==> src/rtl/pbus_pkg.sv <==
`timescale 1ns/1ps
package pbus_pkg;

  typedef enum logic {
    RESP_OKAY  = 1'b0,
    RESP_ERROR = 1'b1
  } resp_e;

endpackage

==> src/rtl/pbus_arbiter.sv <==
`timescale 1ns/1ps
module pbus_arbiter #(
  parameter int N_MST = 3
) (
  input  logic             clk,
  input  logic             rst,
  input  logic [N_MST-1:0] req,
  input  logic             advance,
  output logic [N_MST-1:0] grant
);

  logic [N_MST-1:0] pick;

  // lowest index wins; park on initiator 0 when nobody asks
  always_comb begin
    pick = '0;
    pick[0] = 1'b1;
    for (int i = N_MST - 1; i >= 0; i--) begin
      if (req[i]) begin
        pick = '0;
        pick[i] = 1'b1;
      end
    end
  end

  always_ff @(posedge clk) begin
    if (rst) begin
      grant <= {{(N_MST-1){1'b0}}, 1'b1};
    end else if (advance) begin
      grant <= pick;
    end
  end

endmodule

==> src/rtl/pbus_addr_decoder.sv <==
`timescale 1ns/1ps
module pbus_addr_decoder #(
  parameter int N_SLV    = 4,
  parameter int REGION_W = 20
) (
  input  logic                active,
  input  logic [REGION_W-1:0] region,
  output logic [N_SLV-1:0]    sel,
  output logic                miss
);

  for (genvar k = 0; k < N_SLV; k++) begin : g_hit
    assign sel[k] = active && (region == REGION_W'(k));
  end

  assign miss = active && !(|sel);

endmodule

==> src/rtl/pbus_return_mux.sv <==
`timescale 1ns/1ps
module pbus_return_mux
  import pbus_pkg::*;
#(
  parameter int N_SLV = 4,
  parameter int DW    = 32
) (
  input  logic [N_SLV-1:0]    dp_slv,
  input  logic                dp_miss,
  input  logic [N_SLV*DW-1:0] s_rdata,
  input  logic [N_SLV-1:0]    s_ready,
  input  logic [N_SLV-1:0]    s_resp,
  output logic [DW-1:0]       rdata,
  output logic                ready,
  output logic                resp
);

  always_comb begin
    rdata = '0;
    ready = 1'b1;
    resp  = RESP_OKAY;
    if (dp_miss) begin
      resp = RESP_ERROR;
    end
    for (int k = 0; k < N_SLV; k++) begin
      if (dp_slv[k]) begin
        rdata = s_rdata[k*DW +: DW];
        ready = s_ready[k];
        resp  = s_resp[k];
      end
    end
  end

endmodule

==> src/rtl/pbus_fabric.sv <==
`timescale 1ns/1ps
module pbus_fabric #(
  parameter int N_MST      = 3,
  parameter int N_SLV      = 4,
  parameter int AW         = 32,
  parameter int DW         = 32,
  parameter int SIZE_W     = 3,
  parameter int REGION_LSB = 12
) (
  input  logic                 clk,
  input  logic                 rst,
  input  logic [N_MST-1:0]     m_req,
  input  logic [N_MST*AW-1:0]  m_addr,
  input  logic [N_MST-1:0]     m_write,
  input  logic [N_MST*SIZE_W-1:0] m_size,
  input  logic [N_MST*DW-1:0]  m_wdata,
  output logic [N_MST-1:0]     m_grant,
  output logic [N_SLV-1:0]     s_sel,
  output logic [AW-1:0]        s_addr,
  output logic                 s_write,
  output logic [SIZE_W-1:0]    s_size,
  output logic [DW-1:0]        s_wdata,
  input  logic [N_SLV*DW-1:0]  s_rdata,
  input  logic [N_SLV-1:0]     s_ready,
  input  logic [N_SLV-1:0]     s_resp,
  output logic [DW-1:0]        r_rdata,
  output logic                 r_ready,
  output logic                 r_resp
);

  localparam int REGION_W = AW - REGION_LSB;

  logic             ap_active;
  logic             ap_miss;
  logic [N_SLV-1:0] dp_slv;
  logic             dp_miss;
  logic [N_MST-1:0] dp_mst;

  pbus_arbiter #(.N_MST(N_MST)) u_arb (
    .clk     (clk),
    .rst     (rst),
    .req     (m_req),
    .advance (r_ready),
    .grant   (m_grant)
  );

  // address and control path: AND-OR mux on the one-hot grant
  always_comb begin
    s_addr  = '0;
    s_write = 1'b0;
    s_size  = '0;
    for (int i = 0; i < N_MST; i++) begin
      s_addr  |= m_addr[i*AW +: AW] & {AW{m_grant[i]}};
      s_write |= m_write[i] & m_grant[i];
      s_size  |= m_size[i*SIZE_W +: SIZE_W] & {SIZE_W{m_grant[i]}};
    end
  end

  assign ap_active = |(m_req & m_grant);

  pbus_addr_decoder #(.N_SLV(N_SLV), .REGION_W(REGION_W)) u_dec (
    .active (ap_active),
    .region (s_addr[AW-1:REGION_LSB]),
    .sel    (s_sel),
    .miss   (ap_miss)
  );

  // data-phase owner, captured only at an accepted boundary
  always_ff @(posedge clk) begin
    if (rst) begin
      dp_slv  <= '0;
      dp_miss <= 1'b0;
      dp_mst  <= {{(N_MST-1){1'b0}}, 1'b1};
    end else if (r_ready) begin
      dp_slv  <= s_sel;
      dp_miss <= ap_miss;
      dp_mst  <= m_grant;
    end
  end

  // write data path follows the data-phase owner
  always_comb begin
    s_wdata = '0;
    for (int i = 0; i < N_MST; i++) begin
      s_wdata |= m_wdata[i*DW +: DW] & {DW{dp_mst[i]}};
    end
  end

  pbus_return_mux #(.N_SLV(N_SLV), .DW(DW)) u_ret (
    .dp_slv  (dp_slv),
    .dp_miss (dp_miss),
    .s_rdata (s_rdata),
    .s_ready (s_ready),
    .s_resp  (s_resp),
    .rdata   (r_rdata),
    .ready   (r_ready),
    .resp    (r_resp)
  );

endmodule

==> config.mk <==
export PLATFORM = sky130hd
export DESIGN_NAME = pbus_fabric
export DESIGN_NICKNAME = d
export VERILOG_FILES = /design/src/rtl/pbus_pkg.sv /design/src/rtl/pbus_arbiter.sv /design/src/rtl/pbus_addr_decoder.sv /design/src/rtl/pbus_return_mux.sv /design/src/rtl/pbus_fabric.sv
export SDC_FILE = /design/constraint.sdc
export NUM_CORES = 1
export LEC_CHECK = 0
export CORE_AREA = 2 2 175 177
export CTS_CLUSTER_DIAMETER = 80
export DETAILED_ROUTE_END_ITERATION = 10
export DIE_AREA = 0 0 177 179
export GPL_ROUTABILITY_DRIVEN = 0
export GPL_TIMING_DRIVEN = 0
export REMOVE_ABC_BUFFERS = 1
export SLEW_MARGIN = 15
export SYNTH_ARGS = -nofsm -noshare
export SYNTH_HDL_FRONTEND = slang
export SYNTH_SLANG_ARGS = --single-unit
==> constraint.sdc <==
create_clock -name clk -period 2.2 [get_ports clk]
set_clock_uncertainty 0.15 [all_clocks]
set_input_delay 0.44 -clock clk [delete_from_list [all_inputs] [get_ports clk]]
set_output_delay 0.44 -clock clk [all_outputs]
set_load 0.005 [all_outputs]
# Yosys cells after proc, flatten, opt, wreduce, memory -nomap -nowiden
# Cells that the tools add are included.
# word_totals
ff_bits,11
output_inout_bits,109
word_cells,53
# op_classes
mux,16
n_eq_ne,3
reduce_logical,9
n_bitwise,21
# ops
op,count
32-bit AND,6
32-bit two-way mux,4
32-bit OR,4
20-bit by 2-bit == test with 1-bit output (second input constant),2
20-bit by 1-bit == test with 1-bit output (second input constant),1
20-bit zero test,1
3-bit AND,4
1-bit two-way mux,9
3-bit two-way mux,3
3-bit OR,2
1-bit logical AND,5
4-bit OR reduction,1
1-bit AND,3
3-bit OR reduction,1
1-bit OR,2
1-bit zero test,1

# Longest topological paths before layout
# depth
ltp_word,8
ltp_mapped,9

# By module
# From an unflattened synthesis, not the netlist that was laid out.
# unflattened
hier_cells,382
hier_area_um2,3285.7
# modules_own_cells
mod,cells_per_inst,area_each_um2,n_inst
pbus_return_mux,168,1600.3,1
pbus_fabric,188,1433.9,1
pbus_arbiter,13,132.6,1
pbus_addr_decoder,13,118.9,1

# Worst setup path after synthesis
# Ideal clock, no wire load.
# synth_path
kind,reg2out
start,register u_arb.grant[1]
end,output s_sel[0]
path_stages_with_launch,8
t_arrival_ps,1538
path_slack_ps,72
n_path_buf,1
path_cell_list,dfxtp_1 > buf_2 > a222oi_1 > nand2_1 > nor4_2 > and2_4 > nand2_1 > nor2_1
# synth_via
elab_chain_cells,5
# synth_rtl
item,line,source
start: declaration,pbus_arbiter.sv:9,output logic [N_MST-1:0] grant
start signal: assignment,pbus_arbiter.sv:28,"grant <= {{(N_MST-1){1'b0}}, 1'b1};"
start signal: assignment,pbus_arbiter.sv:30,grant <= pick;
32-bit AND,pbus_fabric.sv:53,s_addr |= m_addr[i*AW +: AW] & {AW{m_grant[i]}};
32-bit OR (2 in series),pbus_fabric.sv:53,
20-bit zero test,pbus_addr_decoder.sv:13,assign sel[k] = active && (region == REGION_W'(k));
1-bit logical AND (*),pbus_addr_decoder.sv:13,
end: declaration,pbus_fabric.sv:18,"output logic [N_SLV-1:0] s_sel,"
# Every way passes the cells marked *; elsewhere a longest branch is shown, timed or not.

# Worst setup path after layout
# layout_path
start,input m_addr[62]
end,output s_sel[2]
# layout_via
elab_chain_cells,5
# layout_rtl
item,line,source
start: declaration,pbus_fabric.sv:13,"input logic [N_MST*AW-1:0] m_addr,"
32-bit AND,pbus_fabric.sv:53,
32-bit OR (2 in series),pbus_fabric.sv:53,
20-bit by 2-bit == test with 1-bit output,pbus_addr_decoder.sv:13,
1-bit logical AND,pbus_addr_decoder.sv:13,
# Every way passes these cells.

==> results.json <==
{
  "status": "complete, but fails checks",
  "violations": "negative setup slack",
  "leakage_nw": 3.66,
  "period_minus_slack_ps": 2910,
  "combPwrFrac_pct": 68.1,
  "antenna_found_initial": 0,
  "track_usage_pct": 12.7,
  "die_y_um": 179,
  "crit_start": "m_addr[62]",
  "sw_frac_of_total_pct": 27.3,
  "die_area_um2": 31700,
  "drc_errors": 0,
  "clock_sinks": 11,
  "drt_wl_total_um": 23100,
  "fin_cells": 1317,
  "dpl.cell_count": 1228,
  "cts_root_buf": "clkbuf_16",
  "clk_pin_slew_ps": 50,
  "reg2reg_from": "u_arb.grant[0]",
  "syn_avg_cell_area_um2": 6.00,
  "intPower_mw": 1.26,
  "setup_viol": 53,
  "start_util_pct": 8.46,
  "first_pass_iters": 8,
  "antennaDiodeCount": 0,
  "hp-class": "reg2reg",
  "finalCoreUtilization_pct": 28.2,
  "slew_viol_final": 0,
  "detail_route.wl_per_cell_um": 17.5,
  "finalNetCount": 1267,
  "rr_worst_depth": 10,
  "vdd_drop_max_mv": 0.187,
  "die_x_um": 177,
  "first_global_vias": 5285,
  "yosysSeqAreaShare_pct": 8.67,
  "first_iter_violations": 375,
  "finalHoldViolations": 0,
  "critPathSlowestCell": "a222oi_1",
  "regToRegSetupSlack_ps": -260,
  "p_seq_share_pct": 12.6,
  "yosys.area.top_type": "a222oi_1",
  "hold_buffers": 0,
  "port-buffer-count": 453,
  "drive_gt1_share_pct": 26.7,
  "ys_ff_latch": 11,
  "rsz0062_at_grt": "yes",
  "slew_headroom_pct": 57.2,
  "grt_pass1_wl_um": 30800,
  "crit_fanout": 3,
  "min_period_over_period_pct": 132,
  "path_cells": "dlygate4sd2_1 -> a222oi_1 -> nand4_1 -> nor4_4 -> buf_4 -> and2_4 -> and3_4 -> buf_6",
  "htreeDepth": 1,
  "cts_buffer_depth": 2,
  "maxCapViolations": 0,
  "syn-cell-area_um2": 2540,
  "crit_end": "s_sel[2]",
  "cts_buffers": 3,
  "cts_tree": "built",
  "critical_path.max_stage_delay_ps": 420,
  "startpoint_type": "input port",
  "synth_top_area_share_pct": 26.4,
  "whs_ps": 342,
  "syn_to_final_growth_pct": 233,
  "required_ps": 1610,
  "grt.overflow.total": 0,
  "io_pins": 454,
  "powerDensity_nw_per_um2": 205,
  "antenna_left": 0,
  "synthCells": 423,
  "synth_area_leaders": "a222oi_1 (26%), inv_1 (10%), a22oi_1 (10%), dfxtp_1 (8.7%), a21oi_1 (8.3%)",
  "tightest_slew_ps": 642,
  "dp_slack_ps": -1610,
  "critPathKind": "in2out",
  "grt_max_degree": 50,
  "viasPerCell": 4.18,
  "vias": 5500,
  "synth_warnings": 0,
  "hpwl_um": 16300,
  "reg2reg_to": "dp_miss",
  "power.share.clock_pct": 19.2,
  "postLayoutSetupSlackWorst_ps": -707,
  "core_area_um2": 30000,
  "max_freq_mhz": 344,
  "yosysUniqueCellTypes": 31,
  "setup.worst_path.end_class": "output pin",
  "power.switching_mw": 0.474,
  "cp.arrival_ps": 2320,
  "clk_latency_ps": 240,
  "num_rows": 64
}
[cells in the mapped netlist (all sizes together)]
cell and count:
nor4 1, a222oi 67, nor2 38, a22oi 34
nor2b 1, and3 1, and2 2, buf 16
nand3b 3, a21o 1, mux2i 2, nand2 52
inv 71, clkbuf 33, or3 1, and4 1
a221oi 1, a21oi 43, dfxtp 11, nor3 1
nand4 6, nand3 2, o21ai 35
[worst min-delay path by stage]
stage | startpoint | endpoint | cells past startpoint
2_1_floorplan | dp_miss | dp_miss | 2
3_3_place_gp | dp_miss | dp_miss | 2
3_5_place_dp | u_arb.grant[2] | dp_mst[2] | 2
4_1_cts | dp_miss | dp_miss | 2
5_1_grt | dp_miss | dp_miss | 2
6_report | dp_miss | dp_miss | 2
[per-layer routing]
metal  vias up  track usage (%)  part of all wire (%)
met5         -                0                     0
met2       357             24.6                    53
li1       2605                -                     -
met4         0             4.27                   2.8
met1      2505             13.6                    35
met3        33             2.33                   9.0
[state kept, by name, indices dropped and copies added (netlist names)]
| name | flops |
|---|---|
| dp_mst | 3 |
| dp_miss | 1 |
| u_arb.grant | 3 |
| dp_slv | 4 |
[final cells by class]
| class | count | area, um^2 |
|---|---|---|
| Clock buffer | 3 | 75.1 |
| Clock inverter | 1 | 5.00 |
| Fill cell | 3265 | 21600 |
| Inverter | 71 | 272 |
| Multi-Input combinational cell | 292 | 2070 |
| Sequential cell | 11 | 255 |
| Tap cell | 396 | 495 |
| Timing Repair Buffer | 543 | 5280 |
[stage by stage]
step / power, mW / setup TNS [ps] / instance area [um^2]
floorplan: 0.407 / -38360 / 2320
global placement: 1.31 / -190030 / 7350
detailed placement: 1.32 / -41560 / 7470
CTS: 1.68 / -9750 / 8150
global route: 1.83 / -12830 / 8450
finish: 1.74 / -7170 / 8450
[cell usage in the layout (no fill, tap or decap), drive strengths merged, types with 2 or more instances in the layout]
cell type / synthesis / final
clkdlybuf4s15: 0 / 3
dlygate4sd2: 0 / 54
clkinv: 0 / 2
nand3b: 3 / 3
mux2i: 2 / 2
a21oi: 43 / 43
a222oi: 67 / 67
and2: 2 / 2
dfxtp: 11 / 11
inv: 71 / 70
a22oi: 34 / 34
nand4: 6 / 6
buf: 16 / 136
dlymetal6s2s: 0 / 13
nor2: 38 / 38
o21ai: 35 / 35
nand2: 52 / 52
clkbuf: 33 / 31
clkdlybuf4s50: 0 / 309
nand3: 2 / 2
[worst max-delay path: cells and delay by family]
kind / cells / cell delay, ps
buffers and inverters: 3 / 510
AND/OR/NAND/NOR: 4 / 950
AO/OA/AOI/OAI: 1 / 420
[power by group through the flow]
stage	sequential, mW	combinational, mW	clock [mW]
floorplan	0.234	0.173	0
global placement	0.254	1.06	0
detailed placement	0.248	1.07	0
CTS	0.223	1.11	0.343
global route	0.221	1.25	0.355
finish	0.219	1.18	0.334
[kinds of logic (layout without fill, tap and decap cells)]
kind of cell	after synthesis	count (layout)	share of synthesized area (%)
AO/OA/AOI/OAI	181	181	52.8
buffers and inverters	120	618	19.0
AND/OR/NAND/NOR	109	109	18.8
flip-flops	11	11	8.67
multiplexers	2	2	0.788
[what timing repair did]
| item | in CTS | in global routing |
|---|---|---|
| setup endpoints to repair | 119 | 80 |
| gates resized for setup | 392 | 133 |
| pin swaps | 94 | 82 |
| setup buffers | 57 | 44 |
| gates cloned | 4 | 4 |
(Power assumes the default switching activity.)
